## src/rtl/sleep_pd_ctrl.sv

```systemverilog
module sleep_pd_ctrl (
  input  logic clk,
  input  logic rst,
  input  logic sleep_stb,
  input  logic exc_en,
  input  logic stby_sel,
  input  logic wake_irq,
  input  logic rte_stb,
  output logic pwr_down,
  output logic clk_en,
  output logic exc_req,
  output logic exc_cause,
  output logic cfg_err
);

  logic wake_q, gate_q, replay_q;

  wire running    = !pwr_down && !replay_q;
  wire take_sleep = running && sleep_stb;
  wire wake_edge  = pwr_down && wake_irq && !wake_q;

  assign clk_en = !(pwr_down && gate_q) || wake_edge;

  always_ff @(posedge clk) begin
    if (rst) begin
      wake_q    <= 1'b0;
      gate_q    <= 1'b0;
      replay_q  <= 1'b0;
      pwr_down  <= 1'b0;
      exc_req   <= 1'b0;
      exc_cause <= 1'b0;
      cfg_err   <= 1'b0;
    end else begin
      wake_q  <= wake_irq;
      gate_q  <= pwr_down;
      exc_req <= 1'b0;
      if (take_sleep) begin
        if (exc_en) begin
          exc_req   <= 1'b1;
          exc_cause <= 1'b1;
          if (stby_sel) cfg_err <= 1'b1;
        end else if (wake_irq) begin
          exc_req   <= 1'b1;
          exc_cause <= 1'b0;
          replay_q  <= 1'b1;
        end else begin
          pwr_down <= 1'b1;
        end
      end else if (replay_q && rte_stb) begin
        replay_q <= 1'b0;
        pwr_down <= 1'b1;
      end else if (wake_edge) begin
        pwr_down  <= 1'b0;
        exc_req   <= 1'b1;
        exc_cause <= 1'b0;
      end
    end
  end

endmodule


```

## config.mk

```make
export PLATFORM = sky130hd
export DESIGN_NAME = sleep_pd_ctrl
export DESIGN_NICKNAME = d
export VERILOG_FILES = /design/src/rtl/sleep_pd_ctrl.sv
export SDC_FILE = /design/constraint.sdc
export NUM_CORES = 1
export LEC_CHECK = 0
export ABC_AREA = 1
export ABC_CLOCK_PERIOD_IN_PS = 1300
export BUFFER_PORTS_ARGS = -buffer_cell sky130_fd_sc_hd__buf_2
export CAP_MARGIN = 20
export CORE_AREA = 2 2 39 41
export DETAILED_ROUTE_END_ITERATION = 12
export DIE_AREA = 0 0 41 43
export HOLD_SLACK_MARGIN = 0.05
export PLACE_DENSITY = 0.55
export SLEW_MARGIN = 10
export SYNTH_ARGS = -nofsm -noshare
export SYNTH_HDL_FRONTEND = slang
export SYNTH_SLANG_ARGS = --single-unit
```

## constraint.sdc

```tcl
create_clock -name clk -period 1.3 [get_ports clk]
set_clock_uncertainty 0.1 [all_clocks]
set_input_delay 0.325 -clock clk [delete_from_list [all_inputs] [get_ports clk]]
set_output_delay 0.325 -clock clk [all_outputs]
set_load 0.02 [all_outputs]
```

* Word level (Yosys, flattened, before mapping) *
Index checks and enable logic that the tools add are counted.

word-level totals
  memories kept = 0
  latch bits = 0
  logic and storage cells = 48
  RAM bits = 0
  flip-flop bits (word level) = 7
  output and inout bits = 5
  bits of input ports = 7
  memory bits (read-only) = 0

operators by class
  divide/modulo/power cells = 0
  reductions and logical operators = 18
  magnitude comparators = 0
  equal/unequal tests = 5
  multiply operators = 0
  mux-type cells = 18
  add/subtract/negate cells = 0
  shift operators = 0
  bitwise gates (word level) = 0

operators by type and width
  kind                                          number
  1-bit two-way mux                             18
  3-bit AND reduction                           4
  2-bit inequality test, second input constant  4
  1-bit logical AND                             6
  1-bit zero test                               4
  2-bit nonzero test                            2
  3-bit inequality test, second input constant  1
  3-bit nonzero test                            1
  1-bit logical OR                              1

* Longest topological paths before layout *
  word-level depth = 5
  mapped depth = 7
  mapped depth without buffers = 7

* Worst setup path before layout *
Ideal clock, no wire load.

  kind = register to output
  start point = reg pwr_down
  end point = out clk_en
  data required time = 0.875 ns
  cell stages (with the launch flop) = 5
  arrival = 0.949 ns
  path buffers = 0
  path slack = -0.074 ns
  path through = dfxtp_1 nand2_1 nor2_4 nor2_1 nand2_1

between the ends
  longest elaborated chain between the ends = 3
  elaborated cells between the ends (all ways) = 5
  classes of those cells = reduce/logical: 5

ends and longest elaborated chain
  what                                                         line    source
  start: declaration                                           9       output logic pwr_down,
  start signal: assignment                                     29      pwr_down <= 1'b0;
  start signal: assignment                                     47      pwr_down <= 1'b1;
  start signal: assignment                                     51      pwr_down <= 1'b1;
  1-bit logical AND (on tied branches)                         22, 20
  1-bit zero test / 1-bit logical AND (equally long branches)  22, 20
  1-bit logical OR (*)                                         22      assign clk_en = !(pwr_down && gate_q) || wake_edge;
  end: declaration                                             10      output logic clk_en,

Every way passes the cells marked *; elsewhere a longest branch is shown, timed or not.

* Worst setup path in the final report *
Same ends and word-level chain as after synthesis.

==> impl_results.md <==
- Most frequent cell after synthesis: nand2_1
- Synth top area cells: dfxtp_1 46%, nand2_1 9.9%, inv_1 8.6%
- Root Driver: clkbuf_4
- CP Capture Type: output port
- Slew margin rel.: 0.883
- Netlist cell types: 12
- Power Density: 1230 nW/um^2
- WP data arrival: 0.98 ns
- Worst path slowest cell: dfxtp_4
- Commonest cells post-synth: 8 x nand2_1, 7 x dfxtp_1, 7 x inv_1
- Yosys top cell area share: 0.461
- Outcome: finished with violations
- Vias in the first global route: 274
- Synthesized instance count: 39
- Max VDD drop: 0.502 mV
- DP HPWL: 462 um
- Minimum clock period: 1.40 ns
- Top Family by Delay on Critical Path: flip-flops
- Placed inst area: 395 sq um
- DR vias: 305
- Clock slew at reported path FFs: 0.05 ns
- Worst-margin pin slew: 0.176 ns
- Pin count of the biggest net entering global routing: 7
- Layout cells sized above 1: 0.483
- Synthesized net count: 46
- Top FF cell, synth: dfxtp_1
- Layout filler cell count: 161
- WP data required: 0.88 ns
- Max Root-Sink Buffers: 2
- First-pass GRT wire length: 1040 um
- Buf+Inv Stages, Crit Path: 1
- Total CTS buffers: 3
- EDFF count, synth: 0
- PnR worst setup slack: -0.102 ns
- R2R Setup Slk: 0.04 ns
- Hold Fails Final Rpt: 0
- Synth area leader: dfxtp_1
- Vias per cell: 4.12
- Register area share after synthesis: 0.461
- Non-Filler Instances: 74
- Failing checks: negative setup slack
- Die Y: 43 um
- Core Area: 1380 sq um
- Yosys warnings: 0
- Placed Cells incl. Taps: 68
- Residual DRC: 0
- Setup CP Type: flip-flop to output port
- Static leakage: 0.000233 uW
- GPL Wtd Cong: 0.791
- H-tree depth: 1
- TritonCTS clock tree: done
- Nets: 66
- Area grow syn2layout: 53.1%
- Worst skew pair latency: 0.26 ns
- Pwr Total: 572 uW
- Worst-path maximum fanout: 3
- HP Class: primary input to flip-flop
- Post-DRT Antenna Nets: 0
- # hold bufs at CTS: 0
- DR iter-0 viols: 3
- Reg-to-Reg Start: pwr_down$_SDFFE_PP0P_
- Max Slew Vio Count: 0
- Crit. Startpoint: pwr_down$_SDFFE_PP0P_
- Max-cap violations: 0
- Die ar.: 1760 sq um
- RSZ-0062 raised after global routing: yes
- Worst path cell trace: nand2_4, nor2_4, nor2_2, nand2_1, buf_6
- Initial antenna violation count: 0
- Min-Delay Startpoint: rst
- Crit-path max cell delay: 0.36 ns
- Die W: 41 um
- Routed WL per cell: 8.64 um
- Starting Density: 0.220
- First-pass detailed-route iteration total: 4
- Design Area, Final: 465 sq um
- Max Freq: 713 MHz
- Row count: 14
- CTS Sinks: 7
- Post-Syn Area: 304 sq um
- FF+latch count, synth: 7
- Endpoints failing setup: 2
- Async S/R FF share, synth: 0
- Avg Inst Size Synth: 7.80 sq um
- IO Pins: 12
- Number of port buffers: 11
- Diodes inserted: 0
- Crit share post-route: 1.08
- All-layer global routing usage: 0.0936
- Type of origin of the critical path: flip-flop
- WL final: 639 um
- Grt ovf: 0
## kinds of logic (layout without fill, tap and decap cells)
kind of cell,count (synthesis),after routing,share of synthesized area
buffers and inverters,7,26,0.0864
AOI/OAI and AO/OA,5,5,0.0946
DFF,7,7,0.461
and+or+nand+nor,20,20,0.358
## sequential cells by signal (all words and copies together), names as in the netlist
register	count
wake_q	1
exc_cause	1
pwr_down	1
exc_req	1
cfg_err	1
gate_q	1
replay_q	1
## worst reg2reg max path: stages, from the launching register on
cell and delay [ns]:
dfxtp_4 0.35, buf_4 0.13, buf_6 0.11, nor2_4 0.12, nand3_2 0.12, nand2_1 0.08, o21ai_1 0.06, nand2_1 0.05
inv_1 0.03
## routing by layer
layer / part of all wire / vias to the layer above / GRT usage / wire [um]
met4: 0.030 / 0 / 0.100 / 19
met2: 0.51 / 7 / 0.131 / 326
met3: 0.045 / 2 / 0.0314 / 29
li1: - / 163 / - / -
met1: 0.41 / 133 / 0.0971 / 264
met5: 0 / - / 0 / 0
## cell type report
class	instances	area, sq um	share of cell area
Multi-Input combinational cell	25	148	0.317
Sequential cell	7	144	0.309
Timing Repair Buffer	15	101	0.218
Clock buffer	4	26.3	0.0565
Inverter	7	26.3	0.0565
Tap cell	16	20.0	0.0430
## cells in the final DEF, fill, tap and decap left out, drive strengths merged
cell type,n
dfxtp,7
nand2,10
nor2,5
buf,15
a21oi,4
nand4,2
clkbuf,4
nand3,3
o21ai,1
inv,7
## metrics by stage
stage               TNS (ns)  hold slack [ns]  setup WS, ns  utilization
global route          -0.333            0.214        -0.154        0.336
detailed placement         0            0.338        0.0205        0.286
CTS                   -0.147            0.197        -0.134        0.326
finish                -0.202            0.201        -0.102        0.336
global placement           0            0.336        0.0311        0.286
floorplan                  0            0.287        0.0543            -
## repair_timing
action | CTS | global route
gates resized for setup | 7 | 3
setup buffers | 1 | 1
endpoints found under the setup margin | 1 | 2
pin swaps | 2 | 2
## final timing paths
| path | cells past startpoint | endpoint |
|---|---|---|
| setup / recovery | 5 | clk_en |
| hold / removal | 2 | exc_req$_SDFF_PP0_ |
| setup reg to reg | 8 | pwr_down$_SDFFE_PP0P_ |
| hold reg to reg | 2 | cfg_err$_SDFFE_PP0P_ |
## power breakdown
group | internal, uW | switching, uW
Clock | 117 | 84.7
Combinational | 58.6 | 68.4
Sequential | 232 | 11.3
Total | 408 | 164
Power figures use the tool's default switching activity.
